[src/rtl/txl_pkg.sv]
package txl_pkg;
   typedef enum logic [1:0] {
      ST_IDLE,
      ST_FETCH,
      ST_LOAD,
      ST_SEND
   } txl_state_e;

   localparam logic [3:0] OFS_CMD     = 4'h0;
   localparam logic [3:0] OFS_PAGE    = 4'h4;
   localparam logic [3:0] OFS_CNT_LO  = 4'h5;
   localparam logic [3:0] OFS_CNT_HI  = 4'h6;
   localparam logic [3:0] OFS_IRQ     = 4'h7;

   localparam int CMD_STOP_B  = 0;
   localparam int CMD_START_B = 1;
   localparam int CMD_TXGO_B  = 2;
   localparam int IRQ_DONE_B  = 1;
   localparam int IRQ_ERR_B   = 3;
   localparam int TST_OK_B    = 0;
   localparam int TST_ABT_B   = 1;
endpackage

[src/rtl/txl_regs.sv]
module txl_regs
   import txl_pkg::*;
#(
   parameter int PAGE_W = 8,
   parameter int CNT_W  = 16
) (
   input  logic              clk,
   input  logic              rst_n,
   input  logic [3:0]        host_addr,
   input  logic              host_wr,
   input  logic [7:0]        host_wdata,
   output logic [7:0]        host_rdata,
   input  logic              busy_i,
   input  logic              done_i,
   input  logic              err_i,
   output logic              go_o,
   output logic              abort_o,
   output logic [PAGE_W-1:0] page_o,
   output logic [CNT_W-1:0]  count_o
);
   logic              run_q;
   logic [PAGE_W-1:0] page_q;
   logic [CNT_W-1:0]  count_q;
   logic              irq_done_q, irq_err_q;
   logic              tst_ok_q, tst_abt_q;
   logic              wr_cmd, wr_page, wr_lo, wr_hi, wr_irq;

   assign wr_cmd  = host_wr && (host_addr == OFS_CMD);
   assign wr_page = host_wr && (host_addr == OFS_PAGE);
   assign wr_lo   = host_wr && (host_addr == OFS_CNT_LO);
   assign wr_hi   = host_wr && (host_addr == OFS_CNT_HI);
   assign wr_irq  = host_wr && (host_addr == OFS_IRQ);

   assign go_o    = wr_cmd && host_wdata[CMD_TXGO_B] && host_wdata[CMD_START_B]
                    && !host_wdata[CMD_STOP_B] && !busy_i;
   assign abort_o = wr_cmd && host_wdata[CMD_STOP_B] && busy_i;
   assign page_o  = page_q;
   assign count_o = count_q;

   always_ff @(posedge clk or negedge rst_n) begin
      if (!rst_n) begin
         run_q      <= 1'b0;
         page_q     <= '0;
         count_q    <= '0;
         irq_done_q <= 1'b0;
         irq_err_q  <= 1'b0;
         tst_ok_q   <= 1'b0;
         tst_abt_q  <= 1'b0;
      end else begin
         if (wr_cmd) begin
            if (host_wdata[CMD_STOP_B])       run_q <= 1'b0;
            else if (host_wdata[CMD_START_B]) run_q <= 1'b1;
         end
         if (wr_page) page_q <= host_wdata[PAGE_W-1:0];
         if (wr_lo)   count_q[7:0] <= host_wdata;
         if (wr_hi)   count_q[CNT_W-1:8] <= host_wdata[CNT_W-9:0];
         irq_done_q <= done_i | (irq_done_q & ~(wr_irq & host_wdata[IRQ_DONE_B]));
         irq_err_q  <= err_i  | (irq_err_q  & ~(wr_irq & host_wdata[IRQ_ERR_B]));
         tst_ok_q   <= done_i | (tst_ok_q  & ~go_o);
         tst_abt_q  <= err_i  | (tst_abt_q & ~go_o);
      end
   end

   always_comb begin
      host_rdata = '0;
      case (host_addr)
         OFS_CMD: begin
            host_rdata[CMD_STOP_B]  = ~run_q;
            host_rdata[CMD_START_B] = run_q;
            host_rdata[CMD_TXGO_B]  = busy_i;
         end
         OFS_PAGE: begin
            host_rdata[TST_OK_B]  = tst_ok_q;
            host_rdata[TST_ABT_B] = tst_abt_q;
         end
         OFS_IRQ: begin
            host_rdata[IRQ_DONE_B] = irq_done_q;
            host_rdata[IRQ_ERR_B]  = irq_err_q;
         end
         default: host_rdata = '0;
      endcase
   end

   AST_DONE_FLAGS: assert property (@(posedge clk) disable iff (!rst_n) done_i |=> irq_done_q && tst_ok_q);
   AST_ERR_FLAGS: assert property (@(posedge clk) disable iff (!rst_n) err_i |=> irq_err_q && tst_abt_q);
   AST_STOP_WINS: assert property (@(posedge clk) disable iff (!rst_n) (wr_cmd && host_wdata[CMD_STOP_B]) |=> !run_q);
endmodule

[src/rtl/txl_fetch.sv]
module txl_fetch
   import txl_pkg::*;
#(
   parameter int ADDR_W    = 16,
   parameter int CNT_W     = 16,
   parameter int MIN_FRAME = 64,
   parameter bit PAD_EN    = 1'b1,
   localparam int PAGE_W   = ADDR_W - 8
) (
   input  logic              clk,
   input  logic              rst_n,
   input  logic              go_i,
   input  logic              abort_i,
   input  logic              fault_i,
   input  logic [PAGE_W-1:0] page_i,
   input  logic [CNT_W-1:0]  count_i,
   output logic              busy_o,
   output logic              done_o,
   output logic              err_o,
   output logic [ADDR_W-1:0] mem_addr,
   output logic              mem_rd,
   input  logic [7:0]        mem_rdata,
   output logic [7:0]        tx_data,
   output logic              tx_valid,
   input  logic              tx_ready
);
   txl_state_e        state_q;
   logic [ADDR_W-1:0] base_q;
   logic [CNT_W-1:0]  stored_q, limit_q, idx_q, total_w;
   logic [7:0]        data_q;
   logic              accept, last;

   generate
      if (PAD_EN) begin : g_pad
         assign total_w = (count_i < CNT_W'(MIN_FRAME)) ? CNT_W'(MIN_FRAME) : count_i;
      end else begin : g_nopad
         assign total_w = count_i;
      end
   endgenerate

   assign busy_o   = (state_q != ST_IDLE);
   assign err_o    = busy_o && (fault_i || abort_i);
   assign accept   = (state_q == ST_SEND) && tx_ready;
   assign last     = ((idx_q + 1'b1) == limit_q);
   assign done_o   = (!err_o && accept && last) || (go_i && !busy_o && (total_w == '0));
   assign mem_rd   = (state_q == ST_FETCH) && !err_o && (idx_q < stored_q);
   assign mem_addr = base_q + idx_q[ADDR_W-1:0];
   assign tx_valid = (state_q == ST_SEND);
   assign tx_data  = data_q;

   always_ff @(posedge clk or negedge rst_n) begin
      if (!rst_n) begin
         state_q  <= ST_IDLE;
         base_q   <= '0;
         stored_q <= '0;
         limit_q  <= '0;
         idx_q    <= '0;
         data_q   <= '0;
      end else if (err_o) begin
         state_q <= ST_IDLE;
      end else begin
         case (state_q)
            ST_IDLE: begin
               if (go_i && (total_w != '0)) begin
                  state_q  <= ST_FETCH;
                  base_q   <= {page_i, 8'h00};
                  stored_q <= count_i;
                  limit_q  <= total_w;
                  idx_q    <= '0;
               end
            end
            ST_FETCH: begin
               if (idx_q < stored_q) begin
                  state_q <= ST_LOAD;
               end else begin
                  data_q  <= '0;
                  state_q <= ST_SEND;
               end
            end
            ST_LOAD: begin
               data_q  <= mem_rdata;
               state_q <= ST_SEND;
            end
            ST_SEND: begin
               if (accept) begin
                  idx_q   <= idx_q + 1'b1;
                  state_q <= last ? ST_IDLE : ST_FETCH;
               end
            end
            default: state_q <= ST_IDLE;
         endcase
      end
   end

   AST_NO_RD_IDLE: assert property (@(posedge clk) disable iff (!rst_n) !busy_o |-> !mem_rd);
   AST_RD_IN_FRAME: assert property (@(posedge clk) disable iff (!rst_n) mem_rd |-> (idx_q < stored_q));
   AST_HOLD_BYTE: assert property (@(posedge clk) disable iff (!rst_n)
      (tx_valid && !tx_ready && !fault_i && !abort_i) |=> (tx_valid && $stable(tx_data)));
   AST_DONE_IDLE: assert property (@(posedge clk) disable iff (!rst_n) done_o |=> !busy_o);
   AST_PAD_ZERO: assert property (@(posedge clk) disable iff (!rst_n)
      (tx_valid && (idx_q >= stored_q)) |-> (tx_data == 8'h00));
   AST_FAULT_STOPS: assert property (@(posedge clk) disable iff (!rst_n)
      (busy_o && fault_i) |=> (!tx_valid && !busy_o));
endmodule

[src/rtl/pkt_tx_launcher.sv]
module pkt_tx_launcher
   import txl_pkg::*;
#(
   parameter int ADDR_W    = 16,
   parameter int MIN_FRAME = 64,
   parameter bit PAD_EN    = 1'b1,
   localparam int PAGE_W   = ADDR_W - 8,
   localparam int CNT_W    = 16
) (
   input  logic              clk,
   input  logic              rst_n,
   input  logic [3:0]        host_addr,
   input  logic              host_wr,
   input  logic [7:0]        host_wdata,
   output logic [7:0]        host_rdata,
   output logic [ADDR_W-1:0] mem_addr,
   output logic              mem_rd,
   input  logic [7:0]        mem_rdata,
   output logic [7:0]        tx_data,
   output logic              tx_valid,
   input  logic              tx_ready,
   input  logic              tx_fault
);
   generate
      if (ADDR_W < 9 || ADDR_W > 16) begin : g_bad_addr
         $error("pkt_tx_launcher: ADDR_W must lie in 9..16");
      end
      if (MIN_FRAME < 1 || MIN_FRAME > 65535) begin : g_bad_min
         $error("pkt_tx_launcher: MIN_FRAME must lie in 1..65535");
      end
   endgenerate

   logic              go, abort, busy, done, err;
   logic [PAGE_W-1:0] page;
   logic [CNT_W-1:0]  count;

   txl_regs #(.PAGE_W(PAGE_W), .CNT_W(CNT_W)) u_regs (
      .clk(clk), .rst_n(rst_n),
      .host_addr(host_addr), .host_wr(host_wr), .host_wdata(host_wdata), .host_rdata(host_rdata),
      .busy_i(busy), .done_i(done), .err_i(err),
      .go_o(go), .abort_o(abort), .page_o(page), .count_o(count)
   );

   txl_fetch #(.ADDR_W(ADDR_W), .CNT_W(CNT_W), .MIN_FRAME(MIN_FRAME), .PAD_EN(PAD_EN)) u_fetch (
      .clk(clk), .rst_n(rst_n),
      .go_i(go), .abort_i(abort), .fault_i(tx_fault), .page_i(page), .count_i(count),
      .busy_o(busy), .done_o(done), .err_o(err),
      .mem_addr(mem_addr), .mem_rd(mem_rd), .mem_rdata(mem_rdata),
      .tx_data(tx_data), .tx_valid(tx_valid), .tx_ready(tx_ready)
   );

   AST_ONE_OUTCOME: assert property (@(posedge clk) disable iff (!rst_n) !(done && err));
   AST_GO_ONLY_IDLE: assert property (@(posedge clk) disable iff (!rst_n) go |-> !busy);
endmodule

[config.mk]
export PLATFORM = sky130hd
export DESIGN_NAME = pkt_tx_launcher
export DESIGN_NICKNAME = d
export VERILOG_FILES = /design/src/rtl/txl_pkg.sv /design/src/rtl/txl_regs.sv /design/src/rtl/txl_fetch.sv /design/src/rtl/pkt_tx_launcher.sv
export SDC_FILE = /design/constraint.sdc
export NUM_CORES = 1
export LEC_CHECK = 0
export BUFFER_PORTS_ARGS = -buffer_cell sky130_fd_sc_hd__buf_2
export CORE_UTILIZATION = 28
export CTS_CLUSTER_SIZE = 12
export DETAILED_ROUTE_END_ITERATION = 8
export PLACE_DENSITY_LB_ADDON = 0.08
export SLEW_MARGIN = 20
export SYNTH_ARGS = -nofsm -noshare
export SYNTH_HDL_FRONTEND = slang
export SYNTH_SLANG_ARGS = --single-unit
[constraint.sdc]
create_clock -name clk -period 2.8 [get_ports clk]
set_clock_uncertainty 0.05 [all_clocks]
set_input_delay 0.28 -clock clk [delete_from_list [all_inputs] [get_ports clk]]
set_output_delay 0.28 -clock clk [all_outputs]
set_load 0.02 [all_outputs]
==> metrics.txt <==
status finished with violations; failing checks design-rule violations; Top delay family on crit path compound AO/OA/AOI/OAI gates; final period utilization 0.955; global route overflow 0; design area 6180 um2; Hold Fails Final Rpt 0; CP required 2470 ps; met1 wire length 7410 um; antenna viol nets, final 0; Combinational Power Share 0.250; ys async rst share 1.00; Die X-Extent 139 um; startpoint types register; RSZ-0062 raised after global routing true; final core utilization 0.340; Synth Cell Area 5220 um2; Crit Path Max Fanout 4; Clk network pwr share 0.334; Final Max Tran Viols 0; CP Buf/Inv Count 3; H-tree levels 3; Die Ht 139 um; HPWL after detailed placement 10600 um; switching share of power 0.341; Yosys reg bits 95; vias in the first global route 4101; Placement Rows 49; share of cells above drive strength 1 0.240; Max-slew headroom 0.532; CP most frequent cell buf_4; critical-path cell list buf_4 -> ha_1 -> a21oi_1 -> o21ai_2 -> a221oi_2 -> buf_4 -> o211ai_1 -> nor2_1 -> buf_4; starting density of the core 0.288; Vias 3978; Area Growth Syn to Fin 18.3%; Final Setup Violations 0; Tightest Hold Check Type input pin to register; Top Metal Used met4; diode count 0; ys flop type dfrtp_1; Sequential Area 2380 um2; Reg clk slew, reported paths 80 ps; kind of critical path register to primary output; clock root cell clkbuf_16; Critical Path Max Stage Delay 440 ps; Initial DRC Count 173; Port Buffers 54; Final Wtd Congestion 0.777; final WL 14400 um; Setup crit end kind primary output; Routed WL per cell 17.4 um; core area 18100 um2; clock buffer depth 2; Seq/Total Area, Yosys 0.455; clk_lat worst skew 360 ps; Internal Dissipation 2700 uW; CP arrival 2340 ps; # DRC 4; initial antenna violation count 0; first-pass GRT wire length 23600 um; maxcap violations 0; nets 649; # clock sinks 95; full die area 19200 um2; cell count after synthesis 534; CP max-delay cell dfrtp_2; Avg Vias per Cell 4.80; TritonCTS Buffers 9; maximum vdd drop 0.000275 V; LEAKAGE 0.00308 uW; Fill cells 1912; Tmin final 2670 ps; Fmax 374 MHz; Ys Warns 0; worst-margin pin slew 703 ps; CTS tree yes; EDFF count, synth 0; io pins 59; sw power 1400 uW; Cell variety after synth 54; synthesized area per cell 9.78 um2; multi-input combinational cell area 2530 um2; DP Area 5780 um2; largest net degree at the start of global routing 45; total global-route track usage 0.162; wire length on met3 452 um; Seq pwr share 0.416; Pwr Density 664 nW/um2; drt pass-1 iters 6; routed length on met2 6380 um
power by group through the flow:
stage / Clock (uW) / Combinational [uW] / Sequential [uW]
2_1_floorplan: 0 / 694 / 1720
3_3_place_gp: 0 / 1010 / 1730
3_5_place_dp: 0 / 1030 / 1730
4_1_cts: 1410 / 1030 / 1710
5_1_grt: 1470 / 1160 / 1740
6_report: 1370 / 1030 / 1710
through the flow:
step	power (uW)	hold WS, ps	instances	setup slack (ps)	setup TNS [ps]
2_1_floorplan	2420	-65.6	537	438	0
3_3_place_gp	2740	278	809	237	0
3_5_place_dp	2760	286	809	250	0
4_1_cts	4150	90.6	826	-33.9	-33.9
5_1_grt	4370	103	829	-10.4	-10.4
6_report	4100	104	829	125	0
per-layer routing:
metal / up-vias / global-route usage
li1: 1949 / -
met1: 1949 / 0.229
met2: 65 / 0.249
met3: 15 / 0.0335
met4: 0 / 0.0444
met5: - / 0
worst min-delay path, delay by kind of cell:
family	cells	cell delay, ps
buf+inv	1	90
mux	1	50
simple gates	1	50
cells by family (layout without fill, tap and decap cells):
group	count (synthesis)	after routing	share of synthesized area
compound gates	118	118	0.150
xor+xnor	26	26	0.0436
fa+ha+maj	29	29	0.0709
buf+inv	74	137	0.0673
flops	95	95	0.455
mux	33	33	0.0688
other cells	1	4	0.000718
simple gates	158	158	0.144
cells in the mapped netlist, drive strengths merged, types with 12 or more instances:
cell | n | area share
inv | 38 | 0.027
xnor2 | 19 | 0.032
clkbuf | 15 | 0.011
buf | 19 | 0.028
nor2 | 19 | 0.014
mux2 | 23 | 0.050
ha | 28 | 0.067
dfrtp | 95 | 0.46
o31ai | 12 | 0.025
a21oi | 17 | 0.016
nand2 | 89 | 0.065
o21ai | 50 | 0.049
final timing paths:
path	cells past startpoint	end	slack (ps)	start
worst max-delay path	9	mem_rd	130	u_fetch.idx_q[9]
worst min-delay path	3	u_fetch.tx_data[1]	100	mem_rdata[1]
worst max register to register	8	u_regs.tst_ok_q	280	u_fetch.idx_q[1]
worst min register to register	2	u_fetch.base_q[10]	420	u_regs.page_o[2]
max in group asynchronous	3	u_fetch.idx_q[5]	1480	rst_n
min in group asynchronous	2	u_fetch.idx_q[13]	420	rst_n
timing repair:
item | 4_1_cts | 5_1_grt
hold buffers | 1 | 0
resized for setup | 2 | 9
pin swaps | 0 | 3
buffers inserted | 0 | 3
hold endpoints to repair | 41 | 0
setup endpoints to repair | 2 | 3
state kept, by name, summed over array words and instances (netlist names):
name,flops
u_regs.tst_abt_q,1
u_fetch.tx_data,8
u_regs.count_o,16
u_regs.tst_ok_q,1
u_fetch.idx_q,16
u_fetch.stored_q,16
u_fetch.limit_q,16
u_regs.irq_done_q,1
u_regs.run_q,1
u_regs.irq_err_q,1
u_fetch.base_q,8
u_fetch.state_q,2
u_regs.page_o,8
placed cells by master (no fill, tap or decap), types with 2 or more instances in the layout:
master     instances
clkbuf_16          9
clkinv_8           3
dfrtp_1           92
mux2i_1           10
a21o_1            11
xor2_1             7
nand2b_1           5
ha_1              27
and4_1             4
inv_1             37
buf_2             52
xnor2_1           19
o21ai_2            3
a21oi_1           15
o31ai_2            8
o21ai_1           11
nand4b_1           3
dfrtp_2            3
o21bai_1           2
nand4_1            9
nor2_1            19
nand3_1            7
a31oi_1            7
a211oi_1           2
o21ai_0           36
nor3b_2            2
o31ai_1            4
buf_4             27
nor3_1             3
a21oi_2            2
mux2_2            23
a22o_1             6
nand2_1           88
conb_1             4
or3_1              2
inv_6              2
and2_1             6
nor4_1             5
layout make-up:
cell class | instances | area share
Multi-Input combinational cell | 368 | 0.410
Sequential cell | 95 | 0.385
Timing Repair Buffer | 81 | 0.0798
Tap cell | 229 | 0.0464
Clock buffer | 9 | 0.0365
Inverter | 40 | 0.0245
Clock inverter | 7 | 0.0174
(Power assumes the default switching activity.)
